**src/rtl/bq_pkg.sv**
```systemverilog
package bq_pkg;
  localparam int RANGE_W = 2;
  localparam int QUIN_W_DEF = 5;

  typedef enum logic [1:0] {
    ST_IDLE  = 2'd0,
    ST_RANGE = 2'd1,
    ST_STEP  = 2'd2
  } add_state_e;
endpackage

```
**src/rtl/bq_code_check.sv**
```systemverilog
// Checks one biquinary digit: each field must hold exactly one set bit.
module bq_code_check #(
  parameter int RW = 2,
  parameter int QW = 5
) (
  input  logic [RW-1:0] rng,
  input  logic [QW-1:0] quin,
  output logic          ok
);
  localparam int CW = $clog2(QW + 1);

  logic [CW-1:0] rng_cnt;
  logic [CW-1:0] quin_cnt;

  always_comb begin
    rng_cnt = '0;
    for (int i = 0; i < RW; i++) begin
      rng_cnt = rng_cnt + CW'(rng[i]);
    end
  end

  always_comb begin
    quin_cnt = '0;
    for (int i = 0; i < QW; i++) begin
      quin_cnt = quin_cnt + CW'(quin[i]);
    end
  end

  assign ok = (rng_cnt == CW'(1)) && (quin_cnt == CW'(1));
endmodule

```
**src/rtl/bq_ring_step.sv**
```systemverilog
// One counting increment: rotate the quinary ring, and swap the range on wrap.
module bq_ring_step #(
  parameter int QW = 5
) (
  input  logic [1:0]    rng_in,
  input  logic [QW-1:0] quin_in,
  output logic [1:0]    rng_out,
  output logic [QW-1:0] quin_out,
  output logic          dec_carry
);
  logic wrap;

  assign wrap      = quin_in[QW-1];
  assign quin_out  = {quin_in[QW-2:0], quin_in[QW-1]};
  assign rng_out   = wrap ? {rng_in[0], rng_in[1]} : rng_in;
  assign dec_carry = wrap & rng_in[1];
endmodule

```
**src/rtl/bq_offset_enc.sv**
```systemverilog
// Turns a one-hot quinary field into its step count.
module bq_offset_enc #(
  parameter int QW = 5,
  parameter int CW = $clog2(QW + 1)
) (
  input  logic [QW-1:0] quin,
  output logic [CW-1:0] offset
);
  always_comb begin
    offset = '0;
    for (int i = 0; i < QW; i++) begin
      if (quin[i]) offset = offset | CW'(i);
    end
  end
endmodule

```
**src/rtl/bq_digit_adder.sv**
```systemverilog
module bq_digit_adder #(
  parameter int QW = bq_pkg::QUIN_W_DEF
) (
  input  logic          clk,
  input  logic          rst_n,
  input  logic          start,
  input  logic [1:0]    a_range,
  input  logic [QW-1:0] a_quin,
  input  logic [1:0]    b_range,
  input  logic [QW-1:0] b_quin,
  input  logic          carry_in,
  output logic          busy,
  output logic          done,
  output logic [1:0]    sum_range,
  output logic [QW-1:0] sum_quin,
  output logic          carry_out,
  output logic          code_err
);
  import bq_pkg::*;

  localparam int CW = $clog2(QW + 2);
  localparam int NCHK = 3;

  // reset: asserted asynchronously, released through two flops
  logic [1:0] rst_sync;
  logic       rst_int_n;

  always_ff @(posedge clk or negedge rst_n) begin
    if (!rst_n) rst_sync <= 2'b00;
    else        rst_sync <= {rst_sync[0], 1'b1};
  end
  assign rst_int_n = rst_sync[1];

  // state registers and their next values
  add_state_e    state_q, state_d;
  logic [1:0]    acc_rng_q, acc_rng_d;
  logic [QW-1:0] acc_quin_q, acc_quin_d;
  logic [CW-1:0] cnt_q, cnt_d;
  logic          bup_q, bup_d;
  logic          done_q, done_d;
  logic          carry_q, carry_d;
  logic          err_q, err_d;
  logic          acc_en;

  // code checks on operand a, operand b and the accumulator
  logic [1:0]    chk_rng  [NCHK];
  logic [QW-1:0] chk_quin [NCHK];
  logic [NCHK-1:0] chk_ok;

  assign chk_rng[0]  = a_range;
  assign chk_quin[0] = a_quin;
  assign chk_rng[1]  = b_range;
  assign chk_quin[1] = b_quin;
  assign chk_rng[2]  = acc_rng_q;
  assign chk_quin[2] = acc_quin_q;

  for (genvar g = 0; g < NCHK; g++) begin : g_chk
    bq_code_check #(.RW(RANGE_W), .QW(QW)) u_chk (
      .rng  (chk_rng[g]),
      .quin (chk_quin[g]),
      .ok   (chk_ok[g])
    );
  end

  logic operands_ok;
  assign operands_ok = chk_ok[0] & chk_ok[1];

  // step count of operand b
  logic [CW-1:0] b_off;
  bq_offset_enc #(.QW(QW), .CW(CW)) u_off (
    .quin   (b_quin),
    .offset (b_off)
  );

  // one ring increment of the accumulator
  logic [1:0]    step_rng;
  logic [QW-1:0] step_quin;
  logic          step_carry;
  bq_ring_step #(.QW(QW)) u_step (
    .rng_in    (acc_rng_q),
    .quin_in   (acc_quin_q),
    .rng_out   (step_rng),
    .quin_out  (step_quin),
    .dec_carry (step_carry)
  );

  // next-state logic
  always_comb begin
    state_d    = state_q;
    acc_rng_d  = acc_rng_q;
    acc_quin_d = acc_quin_q;
    cnt_d      = cnt_q;
    bup_d      = bup_q;
    carry_d    = carry_q;
    err_d      = err_q;
    done_d     = 1'b0;
    acc_en     = 1'b0;
    unique case (state_q)
      ST_IDLE: begin
        if (start) begin
          carry_d = 1'b0;
          if (!operands_ok) begin
            err_d  = 1'b1;
            done_d = 1'b1;
          end else begin
            err_d      = 1'b0;
            acc_en     = 1'b1;
            acc_rng_d  = a_range;
            acc_quin_d = a_quin;
            cnt_d      = b_off + CW'(carry_in);
            bup_d      = b_range[1];
            state_d    = ST_RANGE;
          end
        end
      end
      ST_RANGE: begin
        if (bup_q) begin
          acc_en    = 1'b1;
          acc_rng_d = {acc_rng_q[0], acc_rng_q[1]};
          if (acc_rng_q[1]) carry_d = 1'b1;
        end
        if (cnt_q == '0) begin
          done_d  = 1'b1;
          state_d = ST_IDLE;
        end else begin
          state_d = ST_STEP;
        end
      end
      ST_STEP: begin
        acc_en     = 1'b1;
        acc_rng_d  = step_rng;
        acc_quin_d = step_quin;
        if (step_carry) carry_d = 1'b1;
        cnt_d = cnt_q - CW'(1);
        if (cnt_q == CW'(1)) begin
          done_d  = 1'b1;
          state_d = ST_IDLE;
        end
      end
      default: state_d = ST_IDLE;
    endcase
  end

  // registers
  always_ff @(posedge clk or negedge rst_int_n) begin
    if (!rst_int_n) begin
      state_q    <= ST_IDLE;
      acc_rng_q  <= 2'b01;
      acc_quin_q <= {{(QW-1){1'b0}}, 1'b1};
      cnt_q      <= '0;
      bup_q      <= 1'b0;
      done_q     <= 1'b0;
      carry_q    <= 1'b0;
      err_q      <= 1'b0;
    end else begin
      state_q <= state_d;
      cnt_q   <= cnt_d;
      bup_q   <= bup_d;
      done_q  <= done_d;
      carry_q <= carry_d;
      err_q   <= err_d;
      if (acc_en) begin
        acc_rng_q  <= acc_rng_d;
        acc_quin_q <= acc_quin_d;
      end
    end
  end

  assign busy      = (state_q != ST_IDLE);
  assign done      = done_q;
  assign sum_range = acc_rng_q;
  assign sum_quin  = acc_quin_q;
  assign carry_out = carry_q;
  assign code_err  = err_q | ~chk_ok[2];
endmodule

```
**config.mk**
```make
export PLATFORM = sky130hd
export DESIGN_NAME = bq_digit_adder
export DESIGN_NICKNAME = d
export VERILOG_FILES = /design/src/rtl/bq_pkg.sv /design/src/rtl/bq_code_check.sv /design/src/rtl/bq_ring_step.sv /design/src/rtl/bq_offset_enc.sv /design/src/rtl/bq_digit_adder.sv
export SDC_FILE = /design/constraint.sdc
export NUM_CORES = 1
export LEC_CHECK = 0
export BUFFER_PORTS_ARGS = -buffer_cell sky130_fd_sc_hd__buf_4
export CORE_MARGIN = 10
export CORE_UTILIZATION = 55
export DETAILED_ROUTE_END_ITERATION = 16
export HOLD_SLACK_MARGIN = 0.1
export MAX_ROUTING_LAYER = met4
export PLACE_DENSITY_LB_ADDON = 0.15
export SKIP_LAST_GASP = 1
export SYNTH_ARGS = -nofsm -noshare
export SYNTH_HDL_FRONTEND = slang
export SYNTH_SLANG_ARGS = --single-unit
export TNS_END_PERCENT = 30
```
**constraint.sdc**
```tcl
create_clock -name clk -period 2.75 [get_ports clk]
set_clock_uncertainty 0.05 [all_clocks]
set_input_delay 0.4125 -clock clk [delete_from_list [all_inputs] [get_ports clk]]
set_output_delay 0.4125 -clock clk [all_outputs]
set_load 0.03 [all_outputs]
```
Yosys cells after proc, flatten, opt, wreduce, memory -nomap -nowiden

Cells that the tools add are included.

Muxes and demuxes: 34
Reductions and logical operators: 15
Add/subtract/negate cells: 17
Bitwise operators: 4
Equality and inequality tests: 16

Operator list:

| cell                  | count |
|---|---|
| $add A3 B1 Y3         | 10 |
| $eq A3 B1 Y1 const B  | 7 |
| $mux W2               | 10 |
| $ne A2 B2 Y1 const B  | 7 |
| $add A1 B1 Y2         | 6 |
| $mux W1               | 12 |
| $pmux W2 S3           | 2 |
| $mux W5               | 2 |
| $pmux W5 S2           | 1 |
| $mux W3               | 3 |
| $pmux W1 S3           | 3 |
| $reduce_and A3 Y1     | 3 |
| $pmux W3 S2           | 1 |
| $reduce_and A6 Y1     | 1 |
| $reduce_and A5 Y1     | 1 |
| $reduce_and A4 Y1     | 1 |
| $reduce_bool A2 Y1    | 2 |
| $logic_and A1 B1 Y1   | 3 |
| $logic_not A3 Y1      | 1 |
| $reduce_bool A3 Y1    | 1 |
| $sub A3 B1 Y3 const B | 1 |
| $and A1 B1 Y1         | 2 |
| $eq A2 B1 Y1 const B  | 1 |
| $eq A2 B2 Y1 const B  | 1 |
| other kinds (4)       | 4 |

Output and inout bits: 11
Flip-flop bits (word level): 18
Word-level logic and storage cells: 95
Bits of input ports: 18

Longest topological paths before layout

Depth after elaboration: 11
Mapped depth: 10

Modules after synthesis

From an unflattened synthesis, not the netlist that was laid out.

Cells, all modules: 145
Area total of the unflattened synthesis: 1433.9 sq um

By module, submodules not included:

| module         | times used | seq. area each (sq um) | cells each | area each (sq um) |
|---|---|---|---|---|
| bq_digit_adder | 1          | 452.9                  | 101        | 1023.5 |
| bq_code_check  | 3          | 0.0                    | 11         | 107.6 |
| bq_ring_step   | 1          | 0.0                    | 8          | 67.6 |
| bq_offset_enc  | 1          | 0.0                    | 3          | 20.0 |

Worst setup path before layout

No wires, ideal clock.

Kind: input to register
Start: in a_quin[0]
End: reg acc_quin_q[1], in the netlist sum_quin[1]
Stages: 10
Path slack: -0.876 ns
Required time: 2.575 ns
Arrival: 3.451 ns
Cells stage by stage: ha_1 inv_1 fa_1 inv_1 ha_1 fa_1 or4b_4 or4_4 a21oi_4 mux2_4

Word-level cells in the longest chain between the ends: 11
Elaborated cells between the ends (all ways): 12
Those cells by class: add/sub: 4; eq/ne: 2; mux: 3; bitwise: 1; reduce/logical: 2

RTL lines:

| item                            | line                  | RTL |
|---|---|---|
| from (decl)                     | bq_digit_adder.sv:8   | `input logic [QW-1:0] a_quin,` |
| $add A1 B1 Y2 (*)               | bq_code_check.sv:25   | `quin_cnt = quin_cnt + CW'(quin[i]);` |
| $add A3 B1 Y3 (*) (3 in a row)  | bq_code_check.sv:25   |  |
| $eq A3 B1 Y1 (*)                | bq_code_check.sv:29   | `assign ok = (rng_cnt == CW'(1)) && (quin_cnt == CW'(1));` |
| $logic_and A1 B1 Y1 (*)         | bq_code_check.sv:29   |  |
| $and A1 B1 Y1 (*)               | bq_digit_adder.sv:66  | `assign operands_ok = chk_ok[0] & chk_ok[1];` |
| $mux W1                         | bq_digit_adder.sv:102 | `if (!operands_ok) begin` |
| $mux W1                         | bq_digit_adder.sv:100 | `if (start) begin` |
| $pmux W1 S3                     | bq_digit_adder.sv:98  | `unique case (state_q)` |
| $reduce_and A4 Y1 (no line) (*) | -                     |  |
| to (signal assigned)            | bq_digit_adder.sv:149 | `acc_quin_q <= {{(QW-1){1'b0}}, 1'b1};` |
| to (signal assigned)            | bq_digit_adder.sv:164 | `acc_quin_q <= acc_quin_d;` |
| to (decl)                       | bq_digit_adder.sv:37  | `logic [QW-1:0] acc_quin_q, acc_quin_d;` |

Every way passes the cells marked *; elsewhere a longest branch is shown, timed or not.
A chain may end at the register's enable or synchronous reset.

Worst setup path in the final report

Start: in b_quin[1]
End: reg acc_quin_q[3], in the netlist sum_quin[3]

Word-level cells in the longest chain between the ends: 11
Elaborated cells between the ends (all ways): 12
Those cells by class: add/sub: 4; eq/ne: 2; mux: 3; bitwise: 1; reduce/logical: 2

RTL lines:

| item                            | line                  | RTL |
|---|---|---|
| from (decl)                     | bq_digit_adder.sv:10  | `input logic [QW-1:0] b_quin,` |
| $add A1 B1 Y2 (*)               | bq_code_check.sv:25   |  |
| $add A3 B1 Y3 (*) (3 in a row)  | bq_code_check.sv:25   |  |
| $eq A3 B1 Y1 (*)                | bq_code_check.sv:29   |  |
| $logic_and A1 B1 Y1 (*)         | bq_code_check.sv:29   |  |
| $and A1 B1 Y1 (*)               | bq_digit_adder.sv:66  |  |
| $mux W1                         | bq_digit_adder.sv:102 |  |
| $mux W1                         | bq_digit_adder.sv:100 |  |
| $pmux W1 S3                     | bq_digit_adder.sv:98  |  |
| $reduce_and A4 Y1 (no line) (*) | -                     |  |

Marked as above.

==> flow_metrics.py <==
metrics = {
    "run_status": {
        "status": "complete, but fails checks",
        "violations": "negative setup slack",
    },
    "layout": {
        "fin_cells": 214,
        "n_antenna_cell": 0,
        "drive_above_1_share": 0.380,
        "layout.nets": 225,
        "syn_to_final_growth_pct": 28.4,
        "multi_input_area_um2": 946,
        "final-seq-area_um2": 453,
        "fill_cells": 179,
    },
    "sta": {
        "finalSetupTns_ns": -6.60,
        "grt_setup_unrepaired": "true",
        "clock.fmax_ghz": 0.301,
        "drv_slew": 0,
        "slew_headroom": 0.497,
        "final.min_clock_period_ns": 3.33,
        "finalHoldViolCount": 0,
        "worstMarginPinSlew_ns": 0.754,
        "final.period_utilization": 1.21,
        "finalSetupViolations": 16,
        "worst_slack_ns": -0.577,
        "timing.hold.ws_ns": 0.228,
    },
    "yosys": {
        "yosysWarningCount": 0,
        "syn_nets": 183,
        "synth_top_area_frac": 0.273,
        "yosysTopAreaCell": "dfrtp_1",
        "synth_area_leaders": "dfrtp_1, ha_1, fa_1, mux2_2, inv_1",
        "synth_flop_cell": "dfrtp_1",
        "yosysUniqueCellTypes": 42,
        "syn_inst": 143,
        "synth-edff-count": 0,
        "yosysSeqAreaShare": 0.309,
        "ys_seq_elements": 18,
        "netlist_area_um2": 1470,
        "syn_area_per_cell_um2": 10.2,
        "async_flop_share": 1.00,
    },
    "global_routing": {
        "grt_pass1_vias": 1365,
        "grt_max_degree": 21,
        "grt_usage": 0.146,
        "grt_overflow_total": 0,
        "grt_pass1_wl_um": 6070,
        "antenna_found_initial": 0,
    },
    "pwr": {
        "p_leak_nw": 0.902,
        "finalPower_mw": 1.94,
        "ir_drop_uv": 915,
        "power_density_nw_per_um2": 1030,
    },
    "worst_setup_path": {
        "critPathSlowestCell": "or4b_4",
        "rr_endpoint": "state_q[0]",
        "setup.worst_path.end_class": "register",
        "crit_family": "adder cells",
        "r2r_start": "state_q[0]",
        "arrival_ns": 3.47,
        "path_cells": "buf_6 > ha_4 > inv_2 > fa_1 > inv_1 > ha_2 > fa_1 > or4b_4 > or4_4 > a21oi_4 > mux2_4",
        "r2r_slack_ns": 0.40,
        "worstSetupStartpoint": "b_quin[1]",
        "path_common_cell": "fa_1",
        "worstSetupPathType": "primary input to register",
        "r2r_cells": 5,
        "worstPathMaxFanout": 5,
        "start_kind": "primary input",
        "crit_buf_inv": 3,
        "slowest_delay_ns": 0.55,
        "critPathRequiredTime_ns": 2.89,
    },
    "place": {
        "dpl_worst_slack_ns": -0.924,
        "numPlacedInstances": 207,
        "dp.final_hpwl_um": 2830,
        "place.gp.congestion": 0.785,
        "port-buffer-count": 28,
    },
    "clock_network": {
        "cts_root_buffer": "clkbuf_4",
        "cts_sinks": 18,
        "numCtsBuffers": 3,
        "htree_levels": 1,
        "clock_path_buffers": 2,
        "cts_tree": "built",
        "clkTransAtPathRegs_ns": 0.12,
        "worstSkewPairLatency_ns": 0.31,
    },
    "drt": {
        "drc": 0,
        "vias_per_cell": 5.58,
        "drtIter0Drc": 85,
        "ant_nets": 0,
        "wl_um": 3470,
        "wire_per_inst_um": 16.2,
        "first_pass_iters": 5,
        "via_count": 1194,
    },
    "hold_path": {
        "hold_class": "register to async pin",
    },
    "die": {
        "die_w_um": 71.6,
        "initial_core_util": 0.586,
        "fp.coreArea_um2": 2500,
        "ios": 29,
        "dieHeight_um": 71.6,
        "dieArea_um2": 5130,
        "rows": 18,
    },
    "job": {
        "maxCapViolCount": 0,
    },
}
[synth_stat cells (2+ instances only)]
master,n
o21ai_0,2
o211ai_1,3
mux2_2,9
nor2_1,8
xor2_1,2
dfstp_2,2
a2111oi_0,2
ha_1,16
dfrtp_1,16
mux2_4,3
mux2i_1,5
nand2b_1,2
nor2b_1,2
nor4_2,2
xnor2_1,2
nand2_1,8
nand3_1,3
inv_1,24
fa_1,6
or2_2,2
clkbuf_1,3
[flip-flops by register name (all words and copies together), names as in the netlist]
register / cells
sum_quin: 5
cnt_q: 3
rst_sync: 2
state_q: 2
sum_range: 2
bup_q: 1
carry_out: 1
done: 1
err_q: 1
[what timing repair did]
action	4_1_cts	5_1_grt
setup buffers	2	0
hold buffers	1	0
setup endpoints to repair	16	16
endpoints found under the hold margin	2	0
gates resized for setup	5	1
[cells in the final DEF (no fill, tap or decap), types with 2 or more instances in the layout]
master	synthesis	final
ha_2	0	2
nand2_1	8	8
mux2_2	9	9
nor2b_1	2	2
or2_2	2	2
ha_1	16	12
buf_4	0	36
xnor2_1	2	2
nand2b_1	2	2
inv_1	24	23
nor2_1	8	8
dfstp_2	2	2
buf_6	0	3
fa_1	6	6
dfrtp_1	16	16
o21ai_0	2	2
mux2_4	3	3
xor2_1	2	2
a2111oi_0	2	2
clkbuf_4	0	3
mux2i_1	5	5
ha_4	0	2
nand3_1	3	3
o211ai_1	3	3
[worst reg2reg max path, cell delays in order, from the launching register on]
cell     delay, ns
dfrtp_1       0.44
inv_1         0.14
ha_1          0.66
nand2_1       0.16
and4_1        0.25
or4_1         0.52
[through the flow]
step           area, um2  utilization
4_1_cts             1870        0.747
3_5_place_dp        1780        0.714
6_report            1880        0.752
3_3_place_gp        1780        0.714
2_1_floorplan       1480            -
5_1_grt             1880        0.752
[power by group]
group / switching (mW) / internal [mW] / total [mW]
sequential: 0.110 / 0.389 / 0.499
clock: 0.0938 / 0.0809 / 0.175
combinational: 0.679 / 0.585 / 1.26
[layer usage]
layer,vias to the layer above,part of all wire,routed length [um],track usage
li1,570,-,-,-
met1,584,0.42,1440,0.162
met2,33,0.53,1850,0.252
met3,7,0.035,122,0.0262
met4,0,0.017,60,0.0559
met5,-,0,0,-
[kinds of logic (layout without fill, tap and decap cells)]
logic type	count (synthesis)	after routing	synth area share
simple gates	35	35	0.140
buf+inv	28	69	0.0717
fa+ha+maj	22	22	0.219
compound gates	18	18	0.0999
flops	18	18	0.309
mux	17	17	0.134
xor+xnor	4	4	0.0239
other cells	1	1	0.00256
[final cells by class]
cell class                 count  area share
timing repair buffer          40       0.167
tap                           30      0.0200
clock buffer                   4      0.0193
sequential                    18       0.241
inverter                      25      0.0499
multi-input combinational     97       0.503
[how the worst max path moves through the flow]
| stage | to | cells past startpoint | slack, ns |
|---|---|---|---|
| after detailed placement | sum_quin[3] | 11 | -0.92 |
| after floorplan | sum_quin[1] | 10 | -0.75 |
| after CTS | sum_quin[3] | 11 | -0.57 |
| after global routing | sum_quin[4] | 12 | -0.63 |
| after global placement | sum_quin[3] | 11 | -0.87 |
| final | sum_quin[3] | 11 | -0.58 |
Power figures use the tool's default switching activity.
